**config.mk**
```make
export PLATFORM = sky130hd
export DESIGN_NAME = clkdiv_bank
export DESIGN_NICKNAME = d
export VERILOG_FILES = /design/src/rtl/clkdiv_pkg.sv /design/src/rtl/clkdiv_shadow.sv /design/src/rtl/clkdiv_counter.sv /design/src/rtl/clkdiv_goseq.sv /design/src/rtl/clkdiv_bank.sv
export SDC_FILE = /design/constraint.sdc
export NUM_CORES = 1
export LEC_CHECK = 0
export BUFFER_PORTS_ARGS = -buffer_cell sky130_fd_sc_hd__buf_2
export CAP_MARGIN = 20
export CORE_UTILIZATION = 46
export CTS_CLUSTER_SIZE = 30
export DETAILED_ROUTE_END_ITERATION = 7
export PLACE_DENSITY = 0.73
export SYNTH_ARGS = -nofsm -noshare
export SYNTH_HDL_FRONTEND = slang
export SYNTH_HIERARCHICAL = 1
export SYNTH_SLANG_ARGS = --single-unit
```
**constraint.sdc**
```tcl
create_clock -name clk -period 2.3 [get_ports clk]
set_input_delay 0.46 -clock clk [delete_from_list [all_inputs] [get_ports clk]]
set_output_delay 0.46 -clock clk [all_outputs]
set_load 0.01 [all_outputs]
```
**src/rtl/clkdiv_pkg.sv**
```systemverilog
package clkdiv_pkg;

  typedef enum logic [1:0] {
    SEQ_IDLE = 2'd0,
    SEQ_LAPS = 2'd1,
    SEQ_TAIL = 2'd2
  } seq_state_e;

  // Reset ratio (divisor minus one): /1 for index 0, then /3, /6, /12 ...
  function automatic int unsigned reset_ratio(input int unsigned idx);
    if (idx == 0) return 0;
    return 3 * (1 << (idx - 1)) - 1;
  endfunction

endpackage

```
**src/rtl/clkdiv_shadow.sv**
```systemverilog
module clkdiv_shadow #(
  parameter int NDIV = 3,
  parameter int RW   = 4,
  parameter int SELW = 2
) (
  input  logic                      clk,
  input  logic                      rst_n,
  input  logic                      wr,
  input  logic [SELW-1:0]           sel,
  input  logic [RW-1:0]             ratio,
  input  logic                      en_in,
  output logic [NDIV-1:0][RW-1:0]   staged,
  output logic [NDIV-1:0]           enables
);

  always_ff @(posedge clk or negedge rst_n) begin
    if (!rst_n) begin
      for (int i = 0; i < NDIV; i++) begin
        staged[i]  <= RW'(clkdiv_pkg::reset_ratio(i));
        enables[i] <= 1'b1;
      end
    end else if (wr) begin
      for (int i = 0; i < NDIV; i++) begin
        if (sel == SELW'(i)) begin
          staged[i]  <= ratio;
          enables[i] <= en_in;
        end
      end
    end
  end

endmodule

```
**src/rtl/clkdiv_counter.sv**
```systemverilog
module clkdiv_counter #(
  parameter int          RW          = 4,
  parameter logic [RW-1:0] RESET_RATIO = '0
) (
  input  logic          clk,
  input  logic          rst_n,
  input  logic          clear,
  input  logic          load,
  input  logic [RW-1:0] new_ratio,
  output logic          at_zero
);

  logic [RW-1:0] act_q;
  logic [RW-1:0] cnt_q;

  always_ff @(posedge clk or negedge rst_n) begin
    if (!rst_n) begin
      act_q <= RESET_RATIO;
      cnt_q <= '0;
    end else begin
      if (load) act_q <= new_ratio;
      if (clear)               cnt_q <= '0;
      else if (cnt_q == act_q) cnt_q <= '0;
      else                     cnt_q <= cnt_q + 1'b1;
    end
  end

  assign at_zero = (cnt_q == '0);

endmodule

```
**src/rtl/clkdiv_goseq.sv**
```systemverilog
module clkdiv_goseq #(
  parameter int OVERHEAD = 50
) (
  input  logic clk,
  input  logic rst_n,
  input  logic go,
  input  logic all_zero,
  output logic busy,
  output logic restart,
  output logic commit
);
  import clkdiv_pkg::*;

  localparam int TW = (OVERHEAD > 2) ? $clog2(OVERHEAD) : 1;

  seq_state_e    state_q;
  logic [1:0]    laps_q;
  logic [TW-1:0] tail_q;

  assign busy    = (state_q != SEQ_IDLE);
  assign restart = go && (state_q == SEQ_IDLE);
  assign commit  = (state_q == SEQ_TAIL) && (tail_q == '0);

  always_ff @(posedge clk or negedge rst_n) begin
    if (!rst_n) begin
      state_q <= SEQ_IDLE;
      laps_q  <= '0;
      tail_q  <= '0;
    end else begin
      case (state_q)
        SEQ_IDLE: begin
          if (go) begin
            state_q <= SEQ_LAPS;
            laps_q  <= '0;
          end
        end
        SEQ_LAPS: begin
          // third all-zero (counting the restart cycle) ends two full periods
          if (all_zero) begin
            if (laps_q == 2'd2) begin
              state_q <= SEQ_TAIL;
              tail_q  <= TW'(OVERHEAD - 2);
            end else begin
              laps_q <= laps_q + 2'd1;
            end
          end
        end
        SEQ_TAIL: begin
          if (tail_q == '0) state_q <= SEQ_IDLE;
          else              tail_q  <= tail_q - 1'b1;
        end
        default: state_q <= SEQ_IDLE;
      endcase
    end
  end

endmodule

```
**src/rtl/clkdiv_bank.sv**
```systemverilog
module clkdiv_bank #(
  parameter int NDIV     = 3,
  parameter int RW       = 4,
  parameter int OVERHEAD = 50,
  parameter int SELW     = (NDIV > 1) ? $clog2(NDIV + 1) : 1
) (
  input  logic            clk,
  input  logic            rst_n,
  input  logic            cfg_wr,
  input  logic [SELW-1:0] cfg_sel,
  input  logic [RW-1:0]   cfg_ratio,
  input  logic            cfg_en,
  input  logic            go,
  output logic            go_busy,
  output logic [NDIV-1:0] tick
);

  logic [NDIV-1:0][RW-1:0] staged;
  logic [NDIV-1:0]         en_cur;
  logic [NDIV-1:0]         at_zero;
  logic                    all_zero;
  logic                    restart;
  logic                    commit;

  clkdiv_shadow #(.NDIV(NDIV), .RW(RW), .SELW(SELW)) u_shadow (
    .clk     (clk),
    .rst_n   (rst_n),
    .wr      (cfg_wr),
    .sel     (cfg_sel),
    .ratio   (cfg_ratio),
    .en_in   (cfg_en),
    .staged  (staged),
    .enables (en_cur)
  );

  for (genvar g = 0; g < NDIV; g++) begin : g_div
    clkdiv_counter #(
      .RW          (RW),
      .RESET_RATIO (RW'(clkdiv_pkg::reset_ratio(g)))
    ) u_cnt (
      .clk       (clk),
      .rst_n     (rst_n),
      .clear     (restart | commit),
      .load      (commit),
      .new_ratio (staged[g]),
      .at_zero   (at_zero[g])
    );
  end

  assign all_zero = &at_zero;

  clkdiv_goseq #(.OVERHEAD(OVERHEAD)) u_seq (
    .clk      (clk),
    .rst_n    (rst_n),
    .go       (go),
    .all_zero (all_zero),
    .busy     (go_busy),
    .restart  (restart),
    .commit   (commit)
  );

  assign tick = {NDIV{~go_busy}} & en_cur & at_zero;

endmodule

```
## Word level (Yosys, flattened, before mapping)

Cells that the tools add are included.

- Divide/modulo/power cells: 0
- $mul: 0
- Shifts and indexed selects: 0
- Bitwise operators: 4
- Reductions and logical operators: 18
- Mux-type cells: 19
- Add/sub/neg operators: 5
- $lt $le $gt $ge: 0
- Equal/unequal tests: 14

Operators with widths:

| operator | number |
|---|---|
| $mux W4 | 6 |
| $mux W6 | 3 |
| $mux W2 | 7 |
| $add A4 B1 Y4 const B | 3 |
| $eq A4 B4 Y1 | 3 |
| $logic_not A4 Y1 | 3 |
| $pmux W6 S2 | 1 |
| $reduce_and A4 Y1 | 3 |
| $ne A2 B2 Y1 const B | 5 |
| $and A3 B3 Y3 | 2 |
| $eq A2 B2 Y1 const B | 3 |
| $logic_not A6 Y1 | 1 |
| $pmux W2 S3 | 1 |
| $reduce_and A2 Y1 | 3 |
| $reduce_bool A2 Y1 | 3 |
| $sub A6 B1 Y6 const B | 1 |
| $eq A2 B1 Y1 const B | 2 |
| $logic_not A2 Y1 | 2 |
| $pmux W2 S2 | 1 |
| $reduce_and A3 Y1 | 1 |
| $add A2 B1 Y2 const B | 1 |
| $logic_and A1 B1 Y1 | 2 |
| $ne A2 B1 Y1 const B | 1 |
| $not A1 Y1 | 1 |
| $or A1 B1 Y1 | 1 |

- Memories kept: 0
- Register bits after elaboration: 49
- Output and inout port bits: 4
- Input port bits: 11
- Memory bits (writable): 0
- Memory bits (read-only): 0
- Bits in latches: 0
- Word-level logic and storage cells: 75

## Longest topological paths before layout

- Depth after elaboration: 4
- Gate-level depth with buffers: 7
- Gate-level depth less buffers: 7

## Modules after synthesis

The synthesis kept the hierarchy.

Modules (own cells, without submodules):

| module | area an instance (um^2) | cells an instance | sequential area each (um^2) | times used |
|---|---|---|---|---|
| clkdiv_goseq | 595.6 | 59 | 250.2 | 1 |
| clkdiv_shadow | 585.6 | 33 | 382.9 | 1 |
| clkdiv_counter (g_div[2].u_cnt) | 380.4 | 29 | 202.7 | 1 |
| clkdiv_counter (g_div[1].u_cnt) | 379.1 | 29 | 201.4 | 1 |
| clkdiv_counter (g_div[0].u_cnt) | 377.9 | 29 | 200.2 | 1 |
| clkdiv_bank | 38.8 | 5 | 0.0 | 1 |

## Least setup slack after synthesis

OpenSTA, ideal clock, no wires.

- Path type: flip-flop to flip-flop
- Start: register u_seq.tail_q[2]
- End: register g_div[0].u_cnt.cnt_q[3]
- Arrival: 2.229 ns
- Path buffers: 0
- Setup time: 0.136 ns
- Period minus slack after synthesis: 2.365 ns
- Slack: -0.065 ns
- Data required time: 2.164 ns
- Cell stages (with the launch flop): 5
- Cell sequence: dfrtp_1 -> or3_1 -> nor3_1 -> or2_1 -> nor3_1

- Word-level cells in the longest chain between the ends: 4

Ends and longest elaborated chain:

| item | RTL line | RTL |
|---|---|---|
| start: declaration | clkdiv_goseq.sv:18 | `logic [TW-1:0] tail_q;` |
| start signal: assignment | clkdiv_goseq.sv:42 | `tail_q <= TW'(OVERHEAD - 2);` |
| start signal: assignment | clkdiv_goseq.sv:50 | `else tail_q <= tail_q - 1'b1;` |
| $logic_not A6 Y1 | clkdiv_goseq.sv:22 | `assign commit = (state_q == SEQ_TAIL) && (tail_q == '0);` |
| $logic_and A1 B1 Y1 | clkdiv_goseq.sv:22 |  |
| net commit | clkdiv_bank.sv:23 | `logic commit;` |
| $or A1 B1 Y1 | clkdiv_bank.sv:43 | `.clear (restart \| commit),` |
| $mux W4 | clkdiv_counter.sv:22 | `if (clear) cnt_q <= '0;` |
| end signal: assignment | clkdiv_counter.sv:24 | `else cnt_q <= cnt_q + 1'b1;` |
| end: declaration | clkdiv_counter.sv:14 | `logic [RW-1:0] cnt_q;` |

The timed path passes the listed nets, and every way through them passes these cells.
A chain may end at the register's enable or synchronous reset.

## Final worst setup path

- Start: register g_div[0].u_cnt.cnt_q[0]
- End: output tick[0]

- Word-level cells in the longest chain between the ends: 2

Ends and longest elaborated chain:

| item | RTL line | RTL |
|---|---|---|
| $logic_not A4 Y1 | clkdiv_counter.sv:28 | `assign at_zero = (cnt_q == '0);` |
| net at_zero[0] | clkdiv_bank.sv:20 | `logic [NDIV-1:0] at_zero;` |
| $and A3 B3 Y3 | clkdiv_bank.sv:62 | `assign tick = {NDIV{~go_busy}} & en_cur & at_zero;` |
| end: declaration | clkdiv_bank.sv:15 | `output logic [NDIV-1:0] tick` |

The timed path passes the listed nets, and every way through them passes these cells.

==> results.toml <==
[sta]
rsz0062_at_grt = "false"
skew_ns = 0.00703
slew_violations = 0
setup_ws_ns = 0.254
min_period_ns = 2.05
tightest_slew_ns = 0.498
final_hold_viol_count = 0
maxSlewHeadroom_pct = 66.8
fin_crit_sh_pct = 88.9
finalSetupViolations = 0
max_freq_mhz = 489
setup_tns_ns = 0

[detailed_routing]
num_vias = 1461
drt_iter0_drc = 80
routedWlPerCell_um = 14.7
dr.pass1.iters = 4
drt-total-wl_um = 4040
post-route-drc-count = 0
via_per_inst = 5.33
ant_nets = 0

[cells_and_area]
area_growth_pct = 11.6
nets = 226
drive_gt1_share_pct = 33.3
layout.cells.non_filler = 274
n_antenna_cell = 0

[yosys]
synth_cell_types = 39
synth.largest_area_cell = "dfrtp_1"
syn-instance-count = 184
synth_top_area_share_pct = 42.5
synthMuxAreaShare_pct = 14.2
synthTopCellsByArea = "dfrtp_1 42%, mux2_2 13%, dfstp_2 10%"
yosysMostFrequentCell = "dfrtp_1"
synth_fa_ha_area_share_pct = 4.78
synth_top_family_by_area = "simple AND/OR/NAND/NOR gates"
avgSynthCellArea_um2 = 12.8
yosys.area_share.xor_xnor_pct = 7.06
syn-cell-area_um2 = 2360
yosys_warnings = 6
ys_async_sr_fraction_pct = 100
yosysSeqAreaShare_pct = 52.5
ys_ff_latch = 49
syn_nets = 204
synth_edf_count = 0
synthSimpleGateAreaFrac_pct = 14.2
yosys-top-cells-count = "40 x dfrtp_1, 27 x mux2_2, 15 x xor2_1"
synth-main-ff-cell = "dfrtp_1"
synth_compound_area_share_pct = 4.78

[floorplan]
core_area_um2 = 4820
die_area_um2 = 5410
die_width_um = 73.6
rows = 25
start_util_pct = 48.9
die_height_um = 73.6
pin_count = 15

[clock_network]
cts_resized = 0
clock_sinks = 49
post_cts.repair.setup_buffers = 0
cts_tree = "yes"
numCtsBuffers = 5
clockBufferDepth = 2
htree_levels = 2
hold_buffers = 0
clk_latency_ns = 0.31
clk_pin_slew_ns = 0.10
root_buffer = "clkbuf_8"

[worst_setup_path]
arrival_ns = 1.59
rr_worst_depth = 7
end_kind = "output pin"
critPathSlowestCell = "dfrtp_1"
slowest_delay_ns = 0.45
path_delay_family = "simple AND/OR/NAND/NOR gates"
reg2reg_from = "g_div[1].u_cnt/cnt_q[0]$_DFF_PN0_"
critPathLaunchType = "register"
worstPathCellList = "inv_1 -> ha_1 -> nor3b_1 -> and3b_1 -> buf_2"
criticalPathCategory = "register to output pin"
crit_path_max_fanout = 5
required_ns = 1.84
r2r-end = "u_seq/laps_q[0]$_DFFE_PN0P_"
worst-path-buf-inv = 2
regToRegSetupSlack_ns = 0.37

[status]
outcome = "complete, no violations"

[power_and_ir_drop]
leakage_nw = 1.28
p_int_w = 0.00160
share_comb_of_total_power_pct = 25.7
switchingPower_w = 0.000780
swShare_pct = 32.8
peakVddDrop_mv = 0.366
p_clk_share_pct = 23.1
seqPwrFrac_pct = 51.2
p_per_area_nw_per_um2 = 904

[placed_design]
pre_cts_ws_ns = 0.414
dpl.cell_count = 266
place.detailed.hpwl_um = 2930
gp_congestion = 0.795
io_buffers = 14

[global_route]
grt_usage_pct = 17.7
first_global_vias = 1401
grt_max_degree = 30
antenna_found_initial = 0
grt_pass1_wl_um = 7000
gr-total-overflow = 0

[flow_run]
maxCapViolCount = 0

[hold_path]
hold_class = "primary input to async pin"
## registers in the layout, summed over array words and instances (netlist names)
name               cells
u_seq/laps_q           2
g_div.u_cnt/act_q     12
u_seq/state_q          2
u_seq/tail_q           6
u_shadow/staged       12
g_div.u_cnt/cnt_q     12
u_shadow/enables       3
## kinds of logic after synthesis
kind of cell	after synthesis
flops	49
simple gates	48
mux	30
xor+xnor	19
compound gates	15
buf+inv	14
fa+ha+maj	9
## stage by stage
step	util, %	power, W	area [um2]	hold slack, ns
2_1_floorplan	-	0.00168	2360	0.164
3_3_place_gp	52.6	0.00182	2530	0.453
3_5_place_dp	52.6	0.00185	2530	0.451
4_1_cts	54.6	0.00240	2630	0.105
5_1_grt	54.6	0.00256	2630	0.123
6_report	54.6	0.00238	2630	0.102
## area by class of cell
type / count / area (um2)
fillers: 416 / 2190
flip-flops and latches: 49 / 1240
multi-input cells: 121 / 1060
repair buffers: 16 / 97.6
well taps: 67 / 83.8
clock buffers: 5 / 68.8
inverters: 13 / 48.8
clock inverters: 3 / 28.8
## worst register-to-register path, cell delays in order (launching register included)
cell and delay [ns]:
dfrtp_1 0.44, inv_1 0.08, ha_1 0.13, nor3b_1 0.28, and3_1 0.26, or3b_1 0.39, mux2i_1 0.14, a22o_2 0.15
## placed cells by master, fill, tap and decap left out, types with 4 or more instances in the layout
cell type and count:
mux2_2 27, nor3b_1 7, xor2_1 15, buf_2 14
xnor2_1 4, dfstp_2 9, inv_1 13, nor3_1 10
dfrtp_1 40, ha_1 9, clkbuf_8 5
## power groups by stage
stage                     Sequential [W]  Combinational (W)  Clock, W
after global placement           0.00123           0.000587         0
after global routing             0.00124           0.000708  0.000612
after CTS                        0.00122           0.000619  0.000565
after floorplan                  0.00119           0.000498         0
after detailed placement         0.00123           0.000617         0
final                            0.00122           0.000611  0.000548
## how the worst max path moves through the flow
| stage | to | slack [ns] | startpoint | cells after the start |
|---|---|---|---|---|
| finish | tick[0] | 0.25 | g_div[0].u_cnt/cnt_q[0]$_DFF_PN0_ | 5 |
| detailed placement | u_seq/tail_q[3]$_DFFE_PN0P_ | 0.41 | g_div[0].u_cnt/cnt_q[0]$_DFF_PN0_ | 7 |
| global placement | u_seq/laps_q[0]$_DFFE_PN0P_ | 0.45 | g_div[1].u_cnt/cnt_q[0]$_DFF_PN0_ | 7 |
| CTS | tick[1] | 0.23 | g_div[1].u_cnt/cnt_q[0]$_DFF_PN0_ | 5 |
| global route | tick[1] | 0.12 | g_div[1].u_cnt/cnt_q[0]$_DFF_PN0_ | 5 |
| floorplan | g_div[0].u_cnt/cnt_q[3]$_DFF_PN0_ | 0.30 | u_seq/tail_q[2]$_DFFE_PN0P_ | 4 |
## routing by layer
| metal | vias up | global-route usage [%] | wire length, um |
|---|---|---|---|
| met1 | 732 | 26.9 | 2070 |
| met3 | 4 | 5.49 | 114 |
| met5 | - | 0 | 0 |
| met2 | 24 | 23.9 | 1800 |
| li1 | 701 | - | - |
| met4 | 0 | 5.77 | 54 |
Note: power is estimated with default switching activity, not from simulation.
